### src/rtl/tile_alloc_pkg.sv
package tile_alloc_pkg;
  typedef enum logic [2:0] {
    RSN_NONE  = 3'd0,
    RSN_PLACE = 3'd1,
    RSN_RANGE = 3'd2,
    RSN_OPER  = 3'd3,
    RSN_MODE  = 3'd4,
    RSN_BUSY  = 3'd5
  } rsn_e;
endpackage

### src/rtl/tile_rule_chk.sv
module tile_rule_chk
  import tile_alloc_pkg::*;
#(
  parameter int ARRAY_DIM     = 128,
  parameter int SUB_DIM       = 32,
  parameter int POS_W         = 8,
  parameter int DIM_W         = 8,
  parameter bit ALLOW_QUARTER = 1'b1,
  localparam int GRID  = ARRAY_DIM / SUB_DIM,
  localparam int CELLS = GRID * GRID
) (
  input  logic             tiled_i,
  input  logic [POS_W-1:0] row_start_i,
  input  logic [POS_W-1:0] col_start_i,
  input  logic [POS_W-1:0] row_size_i,
  input  logic [POS_W-1:0] col_size_i,
  input  logic             dbl_rate_i,
  input  logic [DIM_W-1:0] part_dim_i,
  input  logic [DIM_W-1:0] free_dim_i,
  output rsn_e             rsn_o,
  output logic [CELLS-1:0] mask_o
);
  localparam logic [POS_W:0] FULL = (POS_W+1)'(ARRAY_DIM);
  localparam logic [POS_W:0] HALF = (POS_W+1)'(ARRAY_DIM/2);
  localparam logic [POS_W:0] QRTR = (POS_W+1)'(ARRAY_DIM/4);

  logic [POS_W:0] rs, cs, rz, cz, row_end, col_end;
  logic rz_ok, cz_ok, align_ok, range_ok, oper_ok, mode_ok;

  // untiled requests always claim the whole grid
  assign rs = tiled_i ? {1'b0, row_start_i} : '0;
  assign cs = tiled_i ? {1'b0, col_start_i} : '0;
  assign rz = tiled_i ? {1'b0, row_size_i}  : FULL;
  assign cz = tiled_i ? {1'b0, col_size_i}  : FULL;
  assign row_end = rs + rz;
  assign col_end = cs + cz;

  assign rz_ok = (rz == FULL) || (rz == HALF) || (ALLOW_QUARTER && rz == QRTR);
  assign cz_ok = (cz == FULL) || (cz == HALF) || (ALLOW_QUARTER && cz == QRTR);
  assign align_ok = rz_ok && cz_ok && ((rs & (rz - 1'b1)) == '0) && ((cs & (cz - 1'b1)) == '0);
  assign range_ok = (row_end <= FULL) && (col_end <= FULL);
  assign oper_ok  = ((POS_W+1)'(part_dim_i) <= rz) && ((POS_W+1)'(free_dim_i) <= cz);
  assign mode_ok  = !(dbl_rate_i && cz != FULL);

  always_comb begin
    if (!align_ok)      rsn_o = RSN_PLACE;
    else if (!range_ok) rsn_o = RSN_RANGE;
    else if (!oper_ok)  rsn_o = RSN_OPER;
    else if (!mode_ok)  rsn_o = RSN_MODE;
    else                rsn_o = RSN_NONE;
  end

  for (genvar r = 0; r < GRID; r++) begin : g_row
    for (genvar c = 0; c < GRID; c++) begin : g_col
      localparam logic [POS_W:0] R_LO = (POS_W+1)'(r*SUB_DIM);
      localparam logic [POS_W:0] C_LO = (POS_W+1)'(c*SUB_DIM);
      assign mask_o[r*GRID+c] = (R_LO >= rs) && (R_LO < row_end) &&
                                (C_LO >= cs) && (C_LO < col_end);
    end
  end
endmodule

### src/rtl/tile_occ_tbl.sv
module tile_occ_tbl #(
  parameter int CELLS = 16,
  parameter int ID_W  = 4,
  localparam int NUM_ID = 1 << ID_W
) (
  input  logic             clk_i,
  input  logic             rst_ni,
  input  logic [CELLS-1:0] cand_mask_i,
  input  logic [ID_W-1:0]  req_id_i,
  input  logic             grant_i,
  input  logic             rel_valid_i,
  input  logic [ID_W-1:0]  rel_id_i,
  output logic [CELLS-1:0] occ_o,
  output logic             id_busy_o
);
  logic [CELLS-1:0] held_q [NUM_ID];
  logic [CELLS-1:0] occ_q, rel_mask;

  assign rel_mask  = rel_valid_i ? held_q[rel_id_i] : '0;
  assign id_busy_o = |held_q[req_id_i];
  assign occ_o     = occ_q;

  always_ff @(posedge clk_i or negedge rst_ni) begin
    if (!rst_ni) begin
      occ_q <= '0;
      for (int i = 0; i < NUM_ID; i++) held_q[i] <= '0;
    end else begin
      occ_q <= (occ_q & ~rel_mask) | (grant_i ? cand_mask_i : '0);
      if (rel_valid_i) held_q[rel_id_i] <= '0;
      if (grant_i)     held_q[req_id_i] <= cand_mask_i;
    end
  end
endmodule

### src/rtl/tile_alloc.sv
module tile_alloc
  import tile_alloc_pkg::*;
#(
  parameter int ARRAY_DIM     = 128,
  parameter int SUB_DIM       = 32,
  parameter int POS_W         = 8,
  parameter int DIM_W         = 8,
  parameter int ID_W          = 4,
  parameter bit ALLOW_QUARTER = 1'b1
) (
  input  logic             clk_i,
  input  logic             rst_ni,
  input  logic             req_valid_i,
  input  logic             req_tiled_i,
  input  logic [POS_W-1:0] req_row_start_i,
  input  logic [POS_W-1:0] req_col_start_i,
  input  logic [POS_W-1:0] req_row_size_i,
  input  logic [POS_W-1:0] req_col_size_i,
  input  logic             req_dbl_rate_i,
  input  logic [DIM_W-1:0] req_part_dim_i,
  input  logic [DIM_W-1:0] req_free_dim_i,
  input  logic [ID_W-1:0]  req_id_i,
  input  logic             rel_valid_i,
  input  logic [ID_W-1:0]  rel_id_i,
  output logic             grant_o,
  output logic             reject_o,
  output logic [2:0]       reason_o
);
  localparam int GRID  = ARRAY_DIM / SUB_DIM;
  localparam int CELLS = GRID * GRID;

  rsn_e             rule_rsn, verdict;
  logic [CELLS-1:0] cand_mask, occ_map;
  logic             id_busy, grant_en;
  logic             grant_q, reject_q;
  rsn_e             reason_q;

  tile_rule_chk #(
    .ARRAY_DIM(ARRAY_DIM), .SUB_DIM(SUB_DIM), .POS_W(POS_W),
    .DIM_W(DIM_W), .ALLOW_QUARTER(ALLOW_QUARTER)
  ) u_rule (
    .tiled_i    (req_tiled_i),
    .row_start_i(req_row_start_i),
    .col_start_i(req_col_start_i),
    .row_size_i (req_row_size_i),
    .col_size_i (req_col_size_i),
    .dbl_rate_i (req_dbl_rate_i),
    .part_dim_i (req_part_dim_i),
    .free_dim_i (req_free_dim_i),
    .rsn_o      (rule_rsn),
    .mask_o     (cand_mask)
  );

  tile_occ_tbl #(.CELLS(CELLS), .ID_W(ID_W)) u_occ (
    .clk_i      (clk_i),
    .rst_ni     (rst_ni),
    .cand_mask_i(cand_mask),
    .req_id_i   (req_id_i),
    .grant_i    (grant_en),
    .rel_valid_i(rel_valid_i),
    .rel_id_i   (rel_id_i),
    .occ_o      (occ_map),
    .id_busy_o  (id_busy)
  );

  // rule failures outrank occupancy
  always_comb begin
    if (rule_rsn != RSN_NONE)                       verdict = rule_rsn;
    else if (id_busy || |(occ_map & cand_mask))     verdict = RSN_BUSY;
    else                                            verdict = RSN_NONE;
  end
  assign grant_en = req_valid_i && (verdict == RSN_NONE);

  always_ff @(posedge clk_i or negedge rst_ni) begin
    if (!rst_ni) begin
      grant_q  <= 1'b0;
      reject_q <= 1'b0;
      reason_q <= RSN_NONE;
    end else begin
      grant_q  <= grant_en;
      reject_q <= req_valid_i && (verdict != RSN_NONE);
      reason_q <= req_valid_i ? verdict : RSN_NONE;
    end
  end

  assign grant_o  = grant_q;
  assign reject_o = reject_q;
  assign reason_o = reason_q;
endmodule

### config.mk
export PLATFORM = sky130hd
export DESIGN_NAME = tile_alloc
export DESIGN_NICKNAME = d
export VERILOG_FILES = /design/src/rtl/tile_alloc_pkg.sv /design/src/rtl/tile_rule_chk.sv /design/src/rtl/tile_occ_tbl.sv /design/src/rtl/tile_alloc.sv
export SDC_FILE = /design/constraint.sdc
export NUM_CORES = 1
export LEC_CHECK = 0
export BUFFER_PORTS_ARGS = -buffer_cell sky130_fd_sc_hd__buf_2
export CAP_MARGIN = 15
export CORE_AREA = 2 2 164 166
export CTS_BUF_LIST = sky130_fd_sc_hd__clkbuf_2 sky130_fd_sc_hd__clkbuf_4 sky130_fd_sc_hd__clkbuf_8
export DETAILED_ROUTE_END_ITERATION = 6
export DIE_AREA = 0 0 166 168
export PLACE_DENSITY = 0.77
export SYNTH_ARGS = -nofsm -noshare
export SYNTH_HDL_FRONTEND = slang
export SYNTH_HIERARCHICAL = 1
export SYNTH_SLANG_ARGS = --single-unit
export TNS_END_PERCENT = 10
### constraint.sdc
create_clock -name clk_i -period 8.9 [get_ports clk_i]
set_input_delay 1.78 -clock clk_i [delete_from_list [all_inputs] [get_ports clk_i]]
set_output_delay 1.78 -clock clk_i [all_outputs]
set_load 0.02 [all_outputs]
==> metrics.csv <==
stage,metric,value,unit
clock_tree,clock tree from TritonCTS,done,
worst_hold_path,worst hold start,u_occ/occ_o[5],
synthesis,Post-synth EDFFs,0,
timing,Tmin final,7.24,ns
worst_setup_path,CP required,9.33,ns
timing,max-slew violation count,0,
routing,initial DRC count,1650,
timing,slew margin rel.,27.8,%
worst_setup_path,cell family with most CP delay,compound AO/OA/AOI/OAI gates,
global_routing,vias in the first global route,12800,
worst_setup_path,Setup crit end kind,flop,
synthesis,Main synth FF type,dfrtp_1,
global_routing,largest net degree at the start of global routing,142,
die,die area,0.0279,sq mm
cells_and_area,area delta synth->final,10.5,%
cells_and_area,most frequent cells in the layout,"dfrtp_1 (277), a22o_1 (273), mux4_2 (84)",
timing,Worst Skew,0.0368,ns
synthesis,syn_nets,1448,
routing,routed vias,13100,
die,number of top-level pins,67,
placed_design,Place WS,1.33,ns
synthesis,synthesized area per cell,11.4,sq um
die,# rows,60,
synthesis,Cell variety after synth,77,
routing,antenna-violating nets left,0,
pwr,total power,2.93,mW
worst_setup_path,crit-path max FO,51,
synthesis,cells after synthesis,1360,
placed_design,Cells after DPL,1693,
worst_setup_path,crit path from,req_tiled_i,
cells_and_area,layout cells sized above 1,21.4,%
synthesis,Synth area leaders,"dfrtp_1 (45%), a22o_1 (15%), mux4_2 (12%)",
cells_and_area,fin cells,1775,
timing,hold_ws,0.501,ns
synthesis,dominant cell type by area after synthesis,dfrtp_1,
timing,RSZ-0062 raised after global routing,false,
timing,setup_tns,0,ns
run_status,status,finished clean,
global_routing,grt total ovfl,0,
cells_and_area,Final Cell Area,0.0172,sq mm
placed_design,IO buf count,66,
placed_design,dpl hpwl,31700,microns
clock_tree,"Clk Latency, worst-skew pair",0.57,ns
worst_setup_path,Worst Path Arrival,7.66,ns
clock_tree,Num CTS Buffers,46,
routing,drt first pass iters,6,
routing,post-DR wirelength/cell,27.6,microns
clock_tree,Post-CTS Resized,0,
worst_setup_path,crit path kind,input port to flop,
timing,Slew @ Worst Pin,1.08,ns
synthesis,YS warnings,6,
placed_design,Area after DPL,0.0161,sq mm
clock_tree,"Setup Fix Bufs, Post-CTS",0,
worst_setup_path,r2r startpoint,u_occ/held_q[245],
die,Die Span X,166,microns
cells_and_area,"commonest non-fill, non-tap cell in the layout",dfrtp_1,
die,height of the die,168,microns
run,total of max-cap violations,0,
die,area of the core,0.0264,sq mm
synthesis,post-synth top area share,44.6,%
die,Initial Utilization,59.0,%
timing,Final setup violation count,0,
global_routing,initial antenna violation count,2,
timing,fmax,138,MHz
worst_setup_path,most frequent CP cell,buf_4,
cells_and_area,nets,1488,
routing,via/cell ratio,7.36,
synthesis,"FF+latch count, synth",277,
clock_tree,# H-tree levels,2,
worst_hold_path,worst min path class,flop to flop,
worst_setup_path,crit path cell chain,buf_2 -> buf_4 -> and2_1 -> ha_1 -> a21o_1 -> nand4_1 -> a311o_1 -> a211oi_1 -> nand3b_1 -> o41ai_1 -> nor2_1 -> buf_4 -> a22oi_1 -> nand2_1 -> nor3_2 -> and4_1 -> nand2b_1 -> nor4_2 -> buf_4 -> a21oi_1 -> buf_4 -> a22o_1,
synthesis,register area share after synthesis,44.6,%
pwr,Pleak,7.74,nW
worst_setup_path,CP peak stage delay,0.68,ns
pwr,maximum VDD drop,0.000150,V
global_routing,Tot GR Track Use,35.1,%
clock_tree,Root Buffer Master,clkbuf_8,
routing,WL final,48900,microns
synthesis,fraction of registers with async set/reset,100,%
timing,period utilisation layout,81.3,%
worst_setup_path,Critical-path top delay cell,o41ai_1,
cells_and_area,final core area utilization,65.1,%
clock_tree,CTS Hold Bufs,0,
synthesis,mapped cell area,0.0155,sq mm
routing,drt drc,0,
cells_and_area,filler cell count,2020,
clock_tree,# clock sinks,277,
clock_tree,Max clock buf depth,3,
timing,Setup WS post-layout,1.66,ns
timing,"Hold Vio Cnt, Final",0,
global_routing,first-pass GRT wire length,76200,microns
worst_setup_path,CP Buf/Inv Count,5,
worst_setup_path,CP Launch Type,input port,
clock_tree,Worst-path clk slew,0.06,ns
placed_design,RD Place Congestion,0.994,
pwr,Power Density,171,mW/mm^2
[state kept, by name, summed over array words and instances, names as in the netlist]
signal and count:
grant_o 1, reason_o 3, reject_o 1, u_occ/held_q 256, u_occ/occ_o 16
[cell usage after synthesis (4+ instances only)]
cell,instances
nor4b_1,5
inv_1,29
o211ai_1,4
o311ai_0,6
clkbuf_1,58
o21ai_1,5
a31oi_1,17
xnor2_1,9
and2_1,17
o31ai_1,5
nor2_1,82
nor3b_1,5
o21ai_0,26
and3_1,6
mux2i_1,4
nor2b_1,10
mux4_2,84
buf_1,19
nand2_1,58
nor4_1,19
a211o_1,4
dfrtp_1,277
a21o_1,6
nor3_1,36
o2111ai_1,5
nand2b_1,8
a21oi_1,58
buf_2,44
nand4_1,8
ha_1,26
xor2_1,12
or4_1,4
or3_1,5
o41ai_1,8
o21a_1,5
a211oi_1,18
a22oi_1,8
a22o_1,273
nor3_2,9
nand3_1,14
[power breakdown]
part	internal [mW]	switching, mW
sequential	1.28	0.0128
clock	0.739	0.523
combinational	0.123	0.257
total	2.14	0.793
[cell families after synthesis]
logic type,share of synthesized area (%)
AOI/OAI and AO/OA,24.4
and+or+nand+nor,10.5
DFF,44.6
buffers and inverters,4.57
muxes,12.5
adders and majority gates,2.16
xor gates and xnor gates,1.29
[routing by layer]
layer,GRT usage (%),vias up,share of wire (%)
met5,0,-,0
met4,16.1,0,5.0
met3,8.74,176,12
met2,53.5,916,45
met1,48.1,6534,38
li1,-,5441,-
[cell type report]
cell class | instances | area (sq um) | area share (%)
Multi-Input combinational cell | 925 | 7900 | 46.0
Sequential cell | 277 | 6930 | 40.4
Tap cell | 341 | 427 | 2.49
Clock inverter | 11 | 164 | 0.955
Timing Repair Buffer | 121 | 761 | 4.43
Clock buffer | 68 | 867 | 5.05
Antenna cell | 3 | 7.51 | 0.0437
Inverter | 29 | 109 | 0.634
[worst paths after layout]
check	endpoint	slack (ns)	cells after the start
max	u_occ/held_q[241]	1.66	22
min	u_occ/occ_o[5]	0.50	1
max reg2reg	u_occ/held_q[241]	4.10	15
min reg2reg	u_occ/occ_o[5]	0.50	1
max in group asynchronous	u_occ/held_q[111]	5.95	2
min in group asynchronous	u_occ/held_q[214]	1.35	1
[worst reg2reg max path, cell delays in order (launching register included)]
cell and delay [ns]:
dfrtp_1 0.40, or4_1 0.52, o41ai_1 0.39, o22ai_1 0.16
a2111oi_0 0.58, nand4_1 0.30, a21oi_1 0.22, nand3_1 0.11
nor3_2 0.28, and4_1 0.33, nand2b_1 0.35, nor4_2 0.25
buf_4 0.28, a21oi_1 0.07, buf_4 0.24, a22o_1 0.21
Note: power is estimated with default switching activity, not from simulation.
